**src/rtl/sp_pkg.sv**
```systemverilog
package sp_pkg;
    localparam int SP_OFF_W  = 6;
    localparam int SP_DEPTH  = 1 << SP_OFF_W;
    localparam int SP_ADDR_W = 16;

    typedef struct packed {
        logic                aa;
        logic                pf;
        logic [SP_OFF_W-1:0] eoff;
    } es_t;

    typedef enum logic [1:0] {
        M_IDLE  = 2'd0,
        M_WRITE = 2'd1,
        M_COPY  = 2'd2
    } mode_t;

    typedef enum logic [1:0] {
        PH_LO   = 2'd0,
        PH_HI   = 2'd1,
        PH_DATA = 2'd2
    } wphase_t;

    function automatic logic in_pwd_window(input logic [SP_ADDR_W-1:0] a);
        return a[15:4] == 12'h7FC;
    endfunction

    function automatic logic [SP_ADDR_W-1:0] fix_target(input logic [SP_ADDR_W-1:0] raw);
        logic [SP_ADDR_W-1:0] a;
        a = raw;
        a[15] = 1'b0;
        if (in_pwd_window(a)) a[2:0] = 3'b000;
        return a;
    endfunction
endpackage

```
**src/rtl/sp_store.sv**
```systemverilog
module sp_store
    import sp_pkg::*;
(
    input  logic                clk,
    input  logic                rst,
    input  logic                we,
    input  logic [SP_OFF_W-1:0] waddr,
    input  logic [7:0]          wdata,
    input  logic [SP_OFF_W-1:0] raddr_a,
    output logic [7:0]          rdata_a,
    input  logic [SP_OFF_W-1:0] raddr_b,
    output logic [7:0]          rdata_b
);
    logic [7:0] mem [SP_DEPTH];

    always_ff @(posedge clk) begin
        if (rst) begin
            for (int i = 0; i < SP_DEPTH; i++) mem[i] <= 8'h00;
        end else if (we) begin
            mem[waddr] <= wdata;
        end
    end

    assign rdata_a = mem[raddr_a];
    assign rdata_b = mem[raddr_b];
endmodule

```
**src/rtl/sp_status.sv**
```systemverilog
module sp_status
    import sp_pkg::*;
(
    input  logic                clk,
    input  logic                rst,
    input  logic                wr_start,
    input  logic                wr_close,
    input  logic [2:0]          bit_rem,
    input  logic [SP_OFF_W:0]   data_cnt,
    input  logic [SP_OFF_W-1:0] last_off,
    input  logic [SP_OFF_W-1:0] ta_off,
    input  logic                pwd_tgt,
    input  logic                pwr_loss,
    input  logic                copy_done,
    output es_t                 es
);
    logic write_bad;

    always_comb begin
        write_bad = (bit_rem != 3'd0) || (data_cnt == '0) ||
                    (pwd_tgt && (data_cnt[2:0] != 3'd0));
    end

    always_ff @(posedge clk) begin
        if (rst) begin
            es <= '{aa: 1'b0, pf: 1'b1, eoff: '0};
        end else begin
            if (wr_start)       es.aa <= 1'b0;
            else if (copy_done) es.aa <= 1'b1;
            if (wr_close) begin
                es.pf   <= write_bad;
                es.eoff <= (data_cnt != '0) ? last_off : ta_off;
            end
            if (pwr_loss) es.pf <= 1'b1;
        end
    end

    p_pwr_sets_pf_r5: assert property (@(posedge clk) disable iff (rst)
        pwr_loss |=> es.pf);
    p_start_clears_aa_r4: assert property (@(posedge clk) disable iff (rst)
        wr_start |=> !es.aa);
    p_partial_sets_pf_r3: assert property (@(posedge clk) disable iff (rst)
        (wr_close && bit_rem != 3'd0) |=> es.pf);
    p_pwd_group_pf_r7: assert property (@(posedge clk) disable iff (rst)
        (wr_close && pwd_tgt && data_cnt[2:0] != 3'd0) |=> es.pf);
endmodule

```
**src/rtl/sp_readback.sv**
```systemverilog
module sp_readback
    import sp_pkg::*;
#(
    parameter int IDX_W = 8
)(
    input  logic                 clk,
    input  logic                 rst,
    input  logic                 rd_start,
    input  logic                 rd_req,
    input  logic [SP_ADDR_W-1:0] ta,
    input  es_t                  es,
    output logic [SP_OFF_W-1:0]  mem_raddr,
    input  logic [7:0]           mem_rdata,
    output logic [7:0]           rd_data,
    output logic                 rd_vld
);
    localparam int HDR = 3;
    localparam logic [IDX_W-1:0] IDX_MAX = '1;

    logic [IDX_W-1:0] idx;
    logic [IDX_W:0]   off_sum;
    logic [7:0]       item;

    always_comb begin
        off_sum   = {{(IDX_W+1-SP_OFF_W){1'b0}}, ta[SP_OFF_W-1:0]} +
                    {1'b0, idx} - (IDX_W+1)'(HDR);
        mem_raddr = off_sum[SP_OFF_W-1:0];
        case (idx)
            IDX_W'(0): item = ta[7:0];
            IDX_W'(1): item = ta[15:8];
            IDX_W'(2): item = es;
            default:   item = (off_sum >= (IDX_W+1)'(SP_DEPTH)) ? 8'hFF : mem_rdata;
        endcase
    end

    always_ff @(posedge clk) begin
        if (rst) begin
            idx     <= '0;
            rd_data <= 8'h00;
            rd_vld  <= 1'b0;
        end else begin
            rd_vld <= rd_req;
            if (rd_start) begin
                idx <= '0;
            end else if (rd_req) begin
                rd_data <= item;
                if (idx != IDX_MAX) idx <= idx + 1'b1;
            end
        end
    end

    p_rd_vld_r8: assert property (@(posedge clk) disable iff (rst)
        (rd_req && !rd_start) |=> rd_vld);
endmodule

```
**src/rtl/sp_tracker.sv**
```systemverilog
module sp_tracker
    import sp_pkg::*;
#(
    parameter int RD_IDX_W = 8
)(
    input  logic                 clk,
    input  logic                 rst,
    input  logic                 wr_start,
    input  logic                 wr_end,
    input  logic [2:0]           bit_rem,
    input  logic                 cp_start,
    input  logic                 byte_vld,
    input  logic [7:0]           byte_in,
    input  logic                 rd_start,
    input  logic                 rd_req,
    output logic [7:0]           rd_data,
    output logic                 rd_vld,
    output logic                 cp_ok,
    output logic                 cp_bad,
    input  logic                 copy_done,
    input  logic                 pwr_loss,
    input  logic [SP_OFF_W-1:0]  cp_raddr,
    output logic [7:0]           cp_rdata,
    output logic [SP_ADDR_W-1:0] ta_out
);
    mode_t                mode;
    wphase_t              phase;
    logic [7:0]           ta_lo_raw;
    logic [SP_ADDR_W-1:0] ta_q;
    logic [SP_OFF_W-1:0]  wr_ptr;
    logic [SP_OFF_W-1:0]  last_off;
    logic [SP_OFF_W:0]    data_cnt;
    logic                 full;
    logic                 pwd_tgt;
    logic [1:0]           cp_idx;
    logic                 cp_match;
    es_t                  es;

    logic                 mem_we;
    logic                 wr_close;
    logic [SP_OFF_W-1:0]  rb_raddr;
    logic [7:0]           rb_rdata;
    logic [7:0]           cp_expect;
    logic                 cp_hit;

    always_comb begin
        mem_we   = (mode == M_WRITE) && byte_vld && (phase == PH_DATA) && !full &&
                   !wr_start && !cp_start;
        wr_close = (mode == M_WRITE) && wr_end && !wr_start && !cp_start;
        case (cp_idx)
            2'd0:    cp_expect = ta_q[7:0];
            2'd1:    cp_expect = ta_q[15:8];
            default: cp_expect = es;
        endcase
        cp_hit = cp_match && (byte_in == cp_expect);
    end

    always_ff @(posedge clk) begin
        if (rst) begin
            mode      <= M_IDLE;
            phase     <= PH_LO;
            ta_lo_raw <= 8'h00;
            ta_q      <= '0;
            wr_ptr    <= '0;
            last_off  <= '0;
            data_cnt  <= '0;
            full      <= 1'b0;
            pwd_tgt   <= 1'b0;
            cp_idx    <= 2'd0;
            cp_match  <= 1'b0;
            cp_ok     <= 1'b0;
            cp_bad    <= 1'b0;
        end else begin
            cp_ok  <= 1'b0;
            cp_bad <= 1'b0;
            if (wr_start) begin
                mode     <= M_WRITE;
                phase    <= PH_LO;
                data_cnt <= '0;
                full     <= 1'b0;
            end else if (cp_start) begin
                mode     <= M_COPY;
                cp_idx   <= 2'd0;
                cp_match <= 1'b1;
            end else begin
                case (mode)
                    M_WRITE: begin
                        if (wr_end) begin
                            mode <= M_IDLE;
                        end else if (byte_vld) begin
                            case (phase)
                                PH_LO: begin
                                    ta_lo_raw <= byte_in;
                                    phase     <= PH_HI;
                                end
                                PH_HI: begin
                                    ta_q    <= fix_target({byte_in, ta_lo_raw});
                                    wr_ptr  <= fix_target({byte_in, ta_lo_raw})
                                               [SP_OFF_W-1:0];
                                    pwd_tgt <= in_pwd_window(fix_target({byte_in, ta_lo_raw}));
                                    phase   <= PH_DATA;
                                end
                                default: begin
                                    if (!full) begin
                                        last_off <= wr_ptr;
                                        data_cnt <= data_cnt + 1'b1;
                                        if (wr_ptr == '1) full <= 1'b1;
                                        else              wr_ptr <= wr_ptr + 1'b1;
                                    end
                                end
                            endcase
                        end
                    end
                    M_COPY: begin
                        if (byte_vld) begin
                            if (cp_idx == 2'd2) begin
                                cp_ok  <= cp_hit && !es.pf;
                                cp_bad <= !(cp_hit && !es.pf);
                                mode   <= M_IDLE;
                            end else begin
                                cp_idx   <= cp_idx + 1'b1;
                                cp_match <= cp_hit;
                            end
                        end
                    end
                    default: ;
                endcase
            end
        end
    end

    sp_store u_store (
        .clk     (clk),
        .rst     (rst),
        .we      (mem_we),
        .waddr   (wr_ptr),
        .wdata   (byte_in),
        .raddr_a (rb_raddr),
        .rdata_a (rb_rdata),
        .raddr_b (cp_raddr),
        .rdata_b (cp_rdata)
    );

    sp_status u_status (
        .clk       (clk),
        .rst       (rst),
        .wr_start  (wr_start),
        .wr_close  (wr_close),
        .bit_rem   (bit_rem),
        .data_cnt  (data_cnt),
        .last_off  (last_off),
        .ta_off    (ta_q[SP_OFF_W-1:0]),
        .pwd_tgt   (pwd_tgt),
        .pwr_loss  (pwr_loss),
        .copy_done (copy_done),
        .es        (es)
    );

    sp_readback #(.IDX_W(RD_IDX_W)) u_readback (
        .clk       (clk),
        .rst       (rst),
        .rd_start  (rd_start),
        .rd_req    (rd_req),
        .ta        (ta_q),
        .es        (es),
        .mem_raddr (rb_raddr),
        .mem_rdata (rb_rdata),
        .rd_data   (rd_data),
        .rd_vld    (rd_vld)
    );

    assign ta_out = ta_q;

    p_grant_refuse_excl_r9: assert property (@(posedge clk) disable iff (rst)
        !(cp_ok && cp_bad));
    p_grant_needs_valid_r9: assert property (@(posedge clk) disable iff (rst)
        cp_ok |-> $past(!es.pf));
    p_msb_cleared_r6: assert property (@(posedge clk) disable iff (rst)
        !ta_out[15]);
    p_pwd_aligned_r7: assert property (@(posedge clk) disable iff (rst)
        (ta_out[15:4] == 12'h7FC) |-> (ta_out[2:0] == 3'b000));
    p_full_no_write_r2: assert property (@(posedge clk) disable iff (rst)
        (full && mode == M_WRITE) |-> !mem_we);
    p_idle_no_write_r10: assert property (@(posedge clk) disable iff (rst)
        (mode == M_IDLE && byte_vld) |-> !mem_we);
endmodule

```
**config.mk**
```make
export PLATFORM = sky130hd
export DESIGN_NAME = sp_tracker
export DESIGN_NICKNAME = d
export VERILOG_FILES = /design/src/rtl/sp_pkg.sv /design/src/rtl/sp_store.sv /design/src/rtl/sp_status.sv /design/src/rtl/sp_readback.sv /design/src/rtl/sp_tracker.sv
export SDC_FILE = /design/constraint.sdc
export NUM_CORES = 1
export LEC_CHECK = 0
export BUFFER_PORTS_ARGS = -buffer_cell sky130_fd_sc_hd__buf_2
export CORE_ASPECT_RATIO = 1.4
export CORE_UTILIZATION = 54
export CTS_CLUSTER_DIAMETER = 30
export DETAILED_ROUTE_END_ITERATION = 7
export HOLD_SLACK_MARGIN = 0.05
export PLACE_DENSITY = 0.7
export RECOVER_POWER = 50
export SLEW_MARGIN = 20
export SYNTH_ARGS = -nofsm -noshare
export SYNTH_HDL_FRONTEND = slang
export SYNTH_HIERARCHICAL = 1
export SYNTH_SLANG_ARGS = --single-unit
```
**constraint.sdc**
```tcl
create_clock -name clk -period 4.2 [get_ports clk]
set_input_delay 0.42 -clock clk [delete_from_list [all_inputs] [get_ports clk]]
set_output_delay 0.42 -clock clk [all_outputs]
set_load 0.05 [all_outputs]
```
==> results.yml <==
yosys:
  yosys.area_share.simple_pct: 17.4
  synth-xor-area-share_pct: 0.378
  synth_top_family_by_area: "multiplexers"
  yosys.area.top_type: "edfxtp_1"
  synth_area_um2: 32400
  synth_compound_area_share_pct: 5.28
  syn_inst: 2412
  synthMuxAreaShare_pct: 20.5
  yosysWarningCount: 6
  yosysSeqAreaShare_pct: 52.2
  synth_edf_count: 512
  synth_area_leaders: "edfxtp_1 (47%), mux4_2 (19%), and2_1 (10%)"
  synthArstFlopShare_pct: 0
  avgSynthCellArea_um2: 13.4
  ys.flop_type: "edfxtp_1"
  synth_top_area_share_pct: 47.4
  ys_ff_latch: 590
  yosys.area_share.adder_pct: 1.07
  yosys.cell_types.count: 77
sta:
  relSlewSlack_pct: -44.4
  drv_slew: 56
  post-route-min-period_ns: 3.93
  worst_pin_slew_ns: 2.17
  rsz0062_at_grt: "no"
  fmax_mhz: 254
  finalSetupTns_ns: 0
  finalSetupViolCount: 0
  setup_ws_ns: 0.269
  finalCritPeriodShare_pct: 93.6
  worst_clock_skew_ns: 0.0259
  hold_viol_final: 0
pwr:
  internal_power_w: 0.0129
  pwr_density_cell_nw_per_um2: 455
  switching_share_pct: 24.3
  leakage_nw: 12.9
  comb_power_share_pct: 8.7
  ir_drop_uv: 414
  power_switching_w: 0.00412
  clockPowerShare_pct: 51.5
  seqPwrFrac_pct: 39.8
routing:
  drt_iter0_markers: 2401
  top_layer: "met5"
  dr.pass1.iters: 7
  wl_per_cell_um: 30.0
  wl_met1_um: 34300
  via_count: 22200
  ant_nets: 0
  wirelength_um: 101000
  wl_met2_um: 50400
  vias_per_cell: 6.62
  drcViolationCount: 0
  wl_met3_um: 8770
worst_setup_path:
  slowest_stage: "xnor2_2"
  slowest_delay_ns: 0.54
  critPathRequiredTime_ns: 4.64
  worstPathArrival_ns: 4.37
  critPathKind: "register to register"
  cp_max_fo: 15
  setup.worst_path.start_class: "register"
  crit_chain: "inv_1 > ha_1 > inv_1 > ha_1 > a21oi_1 > xnor2_2 > buf_4 > nor2b_1 > a22oi_1 > a31oi_1 > a21oi_1 > o21ai_1 > o31ai_1 > a211oi_1"
  critPathBufInv: 3
  end_kind: "register"
  cp_top_family: "compound AO/OA/AOI/OAI gates"
layout:
  final_area_um2: 37300
  nets: 2569
  diodes: 0
  syn_to_final_growth_pct: 15.0
  nFillCells: 4359
  drive_gt1_share_pct: 23.9
placed_design:
  routabilityCongestion: 1.01
  dp_hpwl_um: 70800
  place_ws_ns: 0.493
  post_dp_cell_area_um2: 33900
  io_buffers: 60
cts:
  cts_tree: "built"
  clk_path_buf_depth: 3
  cts_buffers: 103
  htree_num_levels: 3
  ctsRootBufferMaster: "clkbuf_16"
  cts.repair.resized: 0
  clkTransAtPathRegs_ns: 0.05
  cts_sinks: 590
  clk_latency_ns: 0.66
floorplanning:
  die_h_um: 292
  die_w_um: 209
  initial_utilization_pct: 55.0
  die_area_um2: 61000
  rows: 105
  placeableCoreArea_um2: 59000
  ioPinCount: 62
status:
  status: "finished with violations"
  violations: "max-capacitance violations, max-slew violations"
min_path:
  hold_class: "input port to register"
global_routing:
  first_global_vias: 22600
  antenna_found_initial: 1
  grt_max_degree: 67
  gr-total-overflow: 0
  grt.total_usage_pct: 33.6
  grt_pass1_wl_um: 148000
flow_run:
  maxCapViolCount: 2
worst min-delay path: cells and delay by family:
family                 cells  cell delay (ns)
AND/OR/NAND/NOR            2             0.13
AO/OA/AOI/OAI              1             0.10
buffers and inverters      1             0.07
registers in the layout (all words and copies together) (netlist names), 6 cells and up:
signal / count
wr_ptr: 6
ta_out: 15
ta_lo_raw: 8
u_status/es: 8
last_off: 6
u_readback/rd_data: 8
u_readback/idx: 8
u_store/mem: 512
data_cnt: 7
Yosys cell counts (all sizes together), types with 6 or more instances:
master / count
nor3b: 9
nor2: 168
nand2b: 17
a22oi: 24
ha: 26
and3: 8
dfxtp: 78
edfxtp: 512
mux2i: 42
nor3: 19
a31oi: 11
nand2: 68
o22ai: 29
inv: 34
a22o: 7
a211oi: 20
or3: 11
xnor2: 11
or4: 7
mux2: 15
o211ai: 11
a311oi: 8
clkbuf: 107
mux4: 269
o221ai: 9
a21oi: 48
nand3: 35
a221oi: 6
and2: 516
or3b: 8
buf: 78
o21ai: 33
nand3b: 9
nor2b: 27
or2: 68
a21o: 6
through the flow:
| step | instances | utilization [%] | hold WS [ns] | power, W |
|---|---|---|---|---|
| floorplan | 2413 | - | 0.444 | 0.00776 |
| global placement | 3157 | 57.4 | 0.463 | 0.00829 |
| detailed placement | 3157 | 57.4 | 0.472 | 0.00832 |
| CTS | 3351 | 63.6 | 0.0725 | 0.0170 |
| global route | 3351 | 63.2 | 0.110 | 0.0174 |
| finish | 3351 | 63.2 | 0.0938 | 0.0170 |
cell usage in the layout, fill, tap and decap left out, drive strengths merged, types with 9 or more instances in the layout:
master,netlist,final
o211ai,11,11
a31oi,11,11
nand2,68,68
a22oi,24,24
o21ai,33,33
ha,26,26
edfxtp,512,512
o221ai,9,9
o22ai,29,29
and2,516,516
or2,68,68
a21oi,48,48
clkbuf,107,204
xnor2,11,11
mux4,269,269
bufinv,0,15
nor2b,27,27
nand2b,17,17
a211oi,20,20
nor3,19,19
buf,78,99
nand3b,9,9
dfxtp,78,78
nor2,168,168
mux2i,42,42
nor3b,9,9
nand3,35,35
or3,11,11
mux2,15,15
clkinvlp,0,9
inv,34,59
clkinv,0,21
power groups by stage:
stage | sequential [W] | clock, W | combinational, W
finish | 0.00676 | 0.00874 | 0.00148
global route | 0.00678 | 0.00905 | 0.00152
CTS | 0.00675 | 0.00881 | 0.00147
global placement | 0.00684 | 0 | 0.00145
floorplan | 0.00680 | 0 | 0.000957
detailed placement | 0.00686 | 0 | 0.00146
area by class of cell:
type / instances / area [um2] / area share (%)
repair buffers: 183 / 1130 / 3.03
clock buffers: 122 / 2730 / 7.32
flip-flops and latches: 590 / 16900 / 45.4
well taps: 749 / 937 / 2.51
inverters: 34 / 133 / 0.356
multi-input cells: 1603 / 14500 / 38.9
clock inverters: 70 / 922 / 2.47
worst paths after layout:
| kind | slack (ns) | end | cells after the start | startpoint |
|---|---|---|---|---|
| worst max-delay path | 0.27 | u_readback/rd_data[0]$_SDFFE_PP0P_ | 14 | u_readback/idx[3]$_SDFFE_PP0P_ |
| worst min-delay path | 0.09 | u_status/es[6]$_SDFFE_PP1P_ | 4 | bit_rem[0] |
| worst max register to register | 0.27 | u_readback/rd_data[0]$_SDFFE_PP0P_ | 14 | u_readback/idx[3]$_SDFFE_PP0P_ |
| worst min register to register | 0.49 | u_readback/rd_data[2]$_SDFFE_PP0P_ | 2 | u_readback/rd_data[2]$_SDFFE_PP0P_ |
metal layers:
metal	up-vias	track usage [%]
met5	-	0
met4	2	20.6
met3	320	6.47
met2	1271	57.5
met1	11200	39.2
li1	9370	-
timing repair:
item | 4_1_cts | 5_1_grt
buffers inserted | 0 | 0
hold endpoints to repair | 2 | 0
endpoints found under the setup margin | 0 | 0
hold buffers | 2 | 0
cell families after synthesis:
family,after synthesis
other,1
buffers and inverters,220
AND/OR/NAND/NOR,985
adder cells (fa/ha/maj),27
AO/OA/AOI/OAI,249
XOR/XNOR,14
flip-flops,590
multiplexers,326
No activity file was read; power rests on OpenSTA's default activity.
